[config.mk]
export PLATFORM = sky130hd
export DESIGN_NAME = board_ctrl_regs
export DESIGN_NICKNAME = d
export VERILOG_FILES = /design/src/rtl/board_ctrl_pkg.sv /design/src/rtl/bc_time_base.sv /design/src/rtl/bc_presc_counter.sv /design/src/rtl/board_ctrl_regs.sv
export SDC_FILE = /design/constraint.sdc
export NUM_CORES = 1
export LEC_CHECK = 0
export BUFFER_PORTS_ARGS = -buffer_cell sky130_fd_sc_hd__buf_2
export CAP_MARGIN = 40
export CORE_ASPECT_RATIO = 1.4
export CORE_MARGIN = 2
export CORE_UTILIZATION = 52
export DETAILED_ROUTE_END_ITERATION = 12
export HOLD_SLACK_MARGIN = 0.08
export PLACE_DENSITY = 0.67
export SETUP_SLACK_MARGIN = 0.2
export SYNTH_ARGS = -nofsm -noshare
export SYNTH_HDL_FRONTEND = slang
export SYNTH_SLANG_ARGS = --single-unit
export TNS_END_PERCENT = 10
[constraint.sdc]
create_clock -name clk_i -period 3.6 [get_ports clk_i]
set_input_delay 0.18 -clock clk_i [delete_from_list [all_inputs] [get_ports clk_i]]
set_output_delay 0.18 -clock clk_i [all_outputs]
set_load 0.05 [all_outputs]
[src/rtl/board_ctrl_pkg.sv]
package board_ctrl_pkg;

  localparam int AW = 12;
  localparam int DW = 32;

  localparam logic [AW-1:0] OFS_LED   = 12'h000;
  localparam logic [AW-1:0] OFS_BTN   = 12'h008;
  localparam logic [AW-1:0] OFS_SEC   = 12'h010;
  localparam logic [AW-1:0] OFS_CSEC  = 12'h014;
  localparam logic [AW-1:0] OFS_EVT   = 12'h018;
  localparam logic [AW-1:0] OFS_RLD   = 12'h01C;
  localparam logic [AW-1:0] OFS_PSC   = 12'h020;
  localparam logic [AW-1:0] OFS_SW    = 12'h028;
  localparam logic [AW-1:0] OFS_CTRL  = 12'h04C;

  typedef enum logic [3:0] {
    REG_NONE,
    REG_LED,
    REG_BTN,
    REG_SEC,
    REG_CSEC,
    REG_EVT,
    REG_RLD,
    REG_PSC,
    REG_SW,
    REG_CTRL
  } reg_id_e;

  function automatic reg_id_e decode_ofs(logic [AW-1:0] ofs, bit has_sw);
    reg_id_e id;
    case (ofs)
      OFS_LED:  id = REG_LED;
      OFS_BTN:  id = REG_BTN;
      OFS_SEC:  id = REG_SEC;
      OFS_CSEC: id = REG_CSEC;
      OFS_EVT:  id = REG_EVT;
      OFS_RLD:  id = REG_RLD;
      OFS_PSC:  id = REG_PSC;
      OFS_SW:   id = has_sw ? REG_SW : REG_NONE;
      OFS_CTRL: id = REG_CTRL;
      default:  id = REG_NONE;
    endcase
    return id;
  endfunction

  function automatic logic [DW-1:0] low_mask(int n);
    logic [DW-1:0] m;
    for (int i = 0; i < DW; i++) m[i] = (i < n);
    return m;
  endfunction

endpackage

[src/rtl/bc_time_base.sv]
module bc_time_base #(
  parameter int DIV   = 100,
  parameter int CNT_W = 32
) (
  input  logic             clk_i,
  input  logic             rst_ni,
  input  logic             load_i,
  input  logic [CNT_W-1:0] load_val_i,
  output logic [CNT_W-1:0] count_o
);

  localparam int PW = (DIV > 1) ? $clog2(DIV) : 1;
  localparam logic [PW-1:0] LAST = PW'(DIV - 1);

  logic [PW-1:0]    phase_q;
  logic [CNT_W-1:0] count_q;
  logic             step;

  assign step = (phase_q == LAST);

  always_ff @(posedge clk_i or negedge rst_ni) begin
    if (!rst_ni) begin
      phase_q <= '0;
      count_q <= '0;
    end else if (load_i) begin
      phase_q <= '0;
      count_q <= load_val_i;
    end else begin
      phase_q <= step ? '0 : phase_q + 1'b1;
      if (step) count_q <= count_q + 1'b1;
    end
  end

  assign count_o = count_q;


  load_wins_chk: assert property (@(posedge clk_i) disable iff (!rst_ni)
    load_i |=> (count_o == $past(load_val_i) && phase_q == '0));


  hold_between_chk: assert property (@(posedge clk_i) disable iff (!rst_ni)
    (!load_i && phase_q != LAST) |=> $stable(count_o));


  wrap_chk: assert property (@(posedge clk_i) disable iff (!rst_ni)
    (!load_i && phase_q == LAST && count_o == '1) |=> count_o == '0);

endmodule

[src/rtl/bc_presc_counter.sv]
module bc_presc_counter #(
  parameter int W = 32
) (
  input  logic         clk_i,
  input  logic         rst_ni,
  input  logic         wr_evt_i,
  input  logic         wr_rld_i,
  input  logic         wr_psc_i,
  input  logic [W-1:0] wdata_i,
  output logic [W-1:0] evt_o,
  output logic [W-1:0] rld_o,
  output logic [W-1:0] psc_o
);

  logic [W-1:0] evt_q, rld_q, psc_q;
  logic         at_zero;

  assign at_zero = (psc_q == '0);

  always_ff @(posedge clk_i or negedge rst_ni) begin
    if (!rst_ni) begin
      evt_q <= '0;
      rld_q <= '0;
      psc_q <= '0;
    end else begin
      if (wr_rld_i) rld_q <= wdata_i;

      if (wr_psc_i)     psc_q <= wdata_i;
      else if (at_zero) psc_q <= rld_q;
      else              psc_q <= psc_q - 1'b1;

      if (wr_evt_i)     evt_q <= wdata_i;
      else if (at_zero) evt_q <= evt_q + 1'b1;
    end
  end

  assign evt_o = evt_q;
  assign rld_o = rld_q;
  assign psc_o = psc_q;


  psc_down_chk: assert property (@(posedge clk_i) disable iff (!rst_ni)
    (!wr_psc_i && psc_o != '0) |=> psc_o == $past(psc_o) - 1'b1);


  evt_hold_chk: assert property (@(posedge clk_i) disable iff (!rst_ni)
    (!wr_evt_i && psc_o != '0) |=> $stable(evt_o));


  zero_rld_chk: assert property (@(posedge clk_i) disable iff (!rst_ni)
    (!wr_evt_i && !wr_psc_i && psc_o == '0 && rld_o == '0)
      |=> (psc_o == '0 && evt_o == $past(evt_o) + 1'b1));


  psc_load_chk: assert property (@(posedge clk_i) disable iff (!rst_ni)
    wr_psc_i |=> psc_o == $past(wdata_i));

endmodule

[src/rtl/board_ctrl_regs.sv]
module board_ctrl_regs
  import board_ctrl_pkg::*;
#(
  parameter int NUM_LEDS = 2,
  parameter int LED_W    = 8,
  parameter int BTN_W    = 4,
  parameter int SW_W     = 8,
  parameter bit HAS_SW   = 1'b0,
  parameter int CLK_HZ   = 25_000_000
) (
  input  logic             clk_i,
  input  logic             rst_ni,
  input  logic             sel_i,
  input  logic             wr_i,
  input  logic [11:0]      addr_i,
  input  logic [31:0]      wdata_i,
  output logic [31:0]      rdata_o,
  input  logic [BTN_W-1:0] btn_i,
  input  logic [SW_W-1:0]  sw_i,
  output logic [LED_W-1:0] led_o
);

  localparam int NTB = 2;
  localparam logic [LED_W-1:0] LED_MASK = LED_W'(low_mask(NUM_LEDS));

  reg_id_e     rid;
  logic        wr_en, rd_en;
  logic [DW-1:0] ctrl_q;
  logic [LED_W-1:0] led_q;
  logic [DW-1:0] evt, rld, psc;
  logic [NTB-1:0] tb_load;
  logic [DW-1:0] tb_cnt [NTB];
  logic [DW-1:0] rd_mux;

  assign rid   = decode_ofs(addr_i, HAS_SW);
  assign wr_en = sel_i & wr_i;
  assign rd_en = sel_i & ~wr_i;

  generate
    if (NUM_LEDS == 0) begin : g_no_led
      assign led_q = '0;
    end else begin : g_led
      always_ff @(posedge clk_i or negedge rst_ni) begin
        if (!rst_ni)                     led_q <= '0;
        else if (wr_en && rid == REG_LED) led_q <= wdata_i[LED_W-1:0] & LED_MASK;
      end
    end
  endgenerate

  assign led_o = led_q;

  always_ff @(posedge clk_i or negedge rst_ni) begin
    if (!rst_ni)                       ctrl_q <= '0;
    else if (wr_en && rid == REG_CTRL) ctrl_q <= wdata_i;
  end

  assign tb_load[0] = wr_en && rid == REG_SEC;
  assign tb_load[1] = wr_en && rid == REG_CSEC;

  for (genvar g = 0; g < NTB; g++) begin : g_tb
    bc_time_base #(
      .DIV   ((g == 0) ? CLK_HZ : CLK_HZ / 100),
      .CNT_W (DW)
    ) i_tb (
      .clk_i      (clk_i),
      .rst_ni     (rst_ni),
      .load_i     (tb_load[g]),
      .load_val_i (wdata_i),
      .count_o    (tb_cnt[g])
    );
  end

  bc_presc_counter #(.W(DW)) i_presc (
    .clk_i    (clk_i),
    .rst_ni   (rst_ni),
    .wr_evt_i (wr_en && rid == REG_EVT),
    .wr_rld_i (wr_en && rid == REG_RLD),
    .wr_psc_i (wr_en && rid == REG_PSC),
    .wdata_i  (wdata_i),
    .evt_o    (evt),
    .rld_o    (rld),
    .psc_o    (psc)
  );

  always_comb begin
    case (rid)
      REG_LED:  rd_mux = DW'(led_q);
      REG_BTN:  rd_mux = DW'(btn_i);
      REG_SEC:  rd_mux = tb_cnt[0];
      REG_CSEC: rd_mux = tb_cnt[1];
      REG_EVT:  rd_mux = evt;
      REG_RLD:  rd_mux = rld;
      REG_PSC:  rd_mux = psc;
      REG_SW:   rd_mux = DW'(sw_i);
      REG_CTRL: rd_mux = ctrl_q;
      default:  rd_mux = '0;
    endcase
  end

  assign rdata_o = rd_en ? rd_mux : '0;


  led_mask_chk: assert property (@(posedge clk_i) disable iff (!rst_ni)
    (led_o & ~LED_MASK) == '0);


  idle_rdata_chk: assert property (@(posedge clk_i) disable iff (!rst_ni)
    !rd_en |-> rdata_o == '0);


  ctrl_hold_chk: assert property (@(posedge clk_i) disable iff (!rst_ni)
    !(wr_en && addr_i == OFS_CTRL) |=> $stable(ctrl_q));


  btn_read_chk: assert property (@(posedge clk_i) disable iff (!rst_ni)
    (rd_en && addr_i == OFS_BTN) |-> rdata_o == DW'(btn_i));

endmodule

==> results.toml <==
[setup_path]
crit_path_end_kind = "flip-flop"
crit_path_top_delay_cell = "or4_1"
crit_type = "flip-flop to flip-flop"
start_kind = "flip-flop"
slowest_delay_ns = 0.88
startpoint = "i_presc.psc_o[24]"
cp_data_arrival_time_ns = 3.34
crit_chain = "or4_4 -> or4_4 -> or4_1 -> o21ai_0 -> o31ai_1"
cpMostUsedCell = "or4_4"
cp_max_fo = 18
required_ns = 3.99
r2r_cells = 5
r2r_start = "i_presc.psc_o[24]"

[place]
io_buffers = 85
place_area_um2 = 14400
place_inst = 1855
place_congestion = 0.990
pre_cts_slack_ns = 0.672
dp_hpwl_mm = 30.2

[yosys]
ys_async_sr_fraction = 1.00
synth_cells = 1486
synth_warnings = 0
yosys-top-cells-area = "dfrtp_1, xnor2_1, nand2_1"
ys_ff_latch = 237
synth-main-ff-cell = "dfrtp_1"
yosysTopAreaCell = "dfrtp_1"
yosysSeqAreaShare = 0.440
synth.avg_cell_area_um2 = 9.07
yosysMostFrequentCell = "dfrtp_1"
yosysUniqueCellTypes = 57
synthTopCellsByCount = "dfrtp_1, nand2_1, o21ai_0"
netlist.area_leader.share = 0.440
synth-edff-count = 0
synth_area_um2 = 13500

[drt]
final_antenna_net_count = 0
drc_errors = 8
vias = 12000
drt_iter0_markers = 1034
finalWirelength_mm = 43.0
wl_per_cell_um = 22.2
firstDrtPassIters = 11
viasPerCell = 6.19

[grt]
antenna_found_initial = 1
grt_pass1_vias = 12000
grt_pass1_wl_mm = 67.6
grt_max_degree = 106
use_met1 = 0.406
top_usage_layer = "met2"
met2_usage = 0.532
grt_usage = 0.316
met3_usage = 0.0443
grt.overflow.total = 0

[pwr]
p_leak_uw = 0.00663
powerDensity_nw_per_um2 = 393
vdd_drop_max_mv = 0.355
power_uw = 6130

[die]
fp-row-count = 69
start_util = 0.530
die_width_um = 140
die-area_um2 = 27300
io_pins = 100
die_h_um = 195
coreArea_um2 = 25500

[timing]
slew_viol_final = 0
finClkSkew_ns = 0.0228
hold_viol = 0
min_period_ns = 2.95
fin_tns_setup_ns = 0
finalWorstSetupSlack_ns = 0.653
final.period_utilization = 0.819
setup_viol = 0
worst_pin_slew_ns = 0.909
max_slew_margin = 0.388
fmax_ghz = 0.339
rsz0062_at_grt = "false"

[clock_network]
cts_setup_buffers = 0
clkSinkCount = 237
postCtsHoldBufs = 33
clock_latency_ns = 0.54
path_clk_slew_ns = 0.06
cts_buffer_depth = 3
htreeDepth = 1
cts_buffers = 26
cts_tree = "yes"
cts-root-buf = "clkbuf_16"
cts_resized = 0

[hold_path]
min_path_cells = 6
holdCritPathClass = "input port to flip-flop"
min_from = "addr_i[4]"

[final_layout]
antenna-diode-count = 0
synthToLayoutAreaGrowth_pct = 15.8
nNetsFinal = 1664
drive_gt1_frac = 0.165
final_cell_count_no_fill = 1934
final_area_um2 = 15600

[outcome]
outcome = "complete, but fails checks"
violations = "DRC"

[job]
drv_cap = 0
[routing by layer]
layer / up-vias / share of wire
li1: 5507 / -
met1: 5901 / 0.40
met2: 453 / 0.49
met3: 110 / 0.062
met4: 2 / 0.045
met5: - / 0.00030
[layout make-up]
type / instances / area (µm²)
clock buffer: 42 / 822
sequential: 237 / 5930
multi-input combinational: 1138 / 7140
clock inverter: 4 / 47.5
inverter: 27 / 101
fill: 2180 / 9850
timing repair buffer: 167 / 1180
tap: 319 / 399
[final timing paths]
check                                          end  slack, ns
setup / recovery                 i_presc.psc_o[19]       0.65
hold / removal                            led_o[0]       0.26
setup reg to reg                 i_presc.psc_o[19]       0.65
hold reg to reg            g_tb[1].i_tb.phase_q[0]       0.47
max in group asynchronous        i_presc.rld_o[26]       2.20
min in group asynchronous  g_tb[1].i_tb.count_o[0]       0.28
[cell usage in the layout, fill, tap and decap left out, types with 5 or more instances in the layout]
| cell type | n |
|---|---|
| mux2i_1 | 25 |
| a22oi_1 | 17 |
| a21oi_1 | 45 |
| a22o_1 | 8 |
| mux2_2 | 68 |
| xnor2_1 | 94 |
| nor2_1 | 109 |
| o21ai_1 | 13 |
| dfrtp_1 | 237 |
| or4_1 | 6 |
| nor3_1 | 60 |
| clkbuf_8 | 9 |
| nor4b_1 | 7 |
| nor4_1 | 31 |
| a222oi_1 | 14 |
| and4_1 | 10 |
| clkbuf_1 | 6 |
| nand3_1 | 63 |
| buf_2 | 84 |
| inv_1 | 27 |
| dlygate4sd3_1 | 33 |
| nand4_1 | 36 |
| o2bb2ai_1 | 14 |
| or3_1 | 10 |
| o21ai_0 | 122 |
| buf_4 | 45 |
| and3_1 | 18 |
| a221oi_1 | 19 |
| nand2_1 | 217 |
| or2_2 | 5 |
| conb_1 | 6 |
| clkbuf_16 | 27 |
| ha_1 | 7 |
| xor2_1 | 61 |
[critical path, delay by kind of cell (launching register included)]
family,cells,cell delay [ns]
and+or+nand+nor,3,1.98
AOI/OAI and AO/OA,2,0.38
DFF,1,0.44
[power by group]
part           internal, µW  total [µW]  switching [µW]
clock                  1620        2730            1110
sequential             2770        2900             130
combinational           200         503             303
[cell families after synthesis]
family / count (synthesis) / share of synthesized area
DFF: 237 / 0.440
AOI/OAI and AO/OA: 271 / 0.125
xor gates and xnor gates: 155 / 0.101
adders and majority gates: 7 / 0.00649
muxes: 93 / 0.0753
other: 1 / 0.000278
and+or+nand+nor: 606 / 0.217
buffers and inverters: 116 / 0.0354
[sequential cells by signal (all words and copies together), names as in the netlist]
register / count
ctrl_q: 32
i_presc.psc_o: 32
g_tb.i_tb.count_o: 64
led_o: 2
i_presc.evt_o: 32
i_presc.rld_o: 32
g_tb.i_tb.phase_q: 43
[stage by stage]
step / utilization / hold WS (ns)
CTS: 0.613 / 0.232
detailed placement: 0.566 / 0.302
global route: 0.613 / 0.293
floorplan: - / -0.116
global placement: 0.566 / 0.300
finish: 0.613 / 0.262
Note: power is estimated with default switching activity, not from simulation.
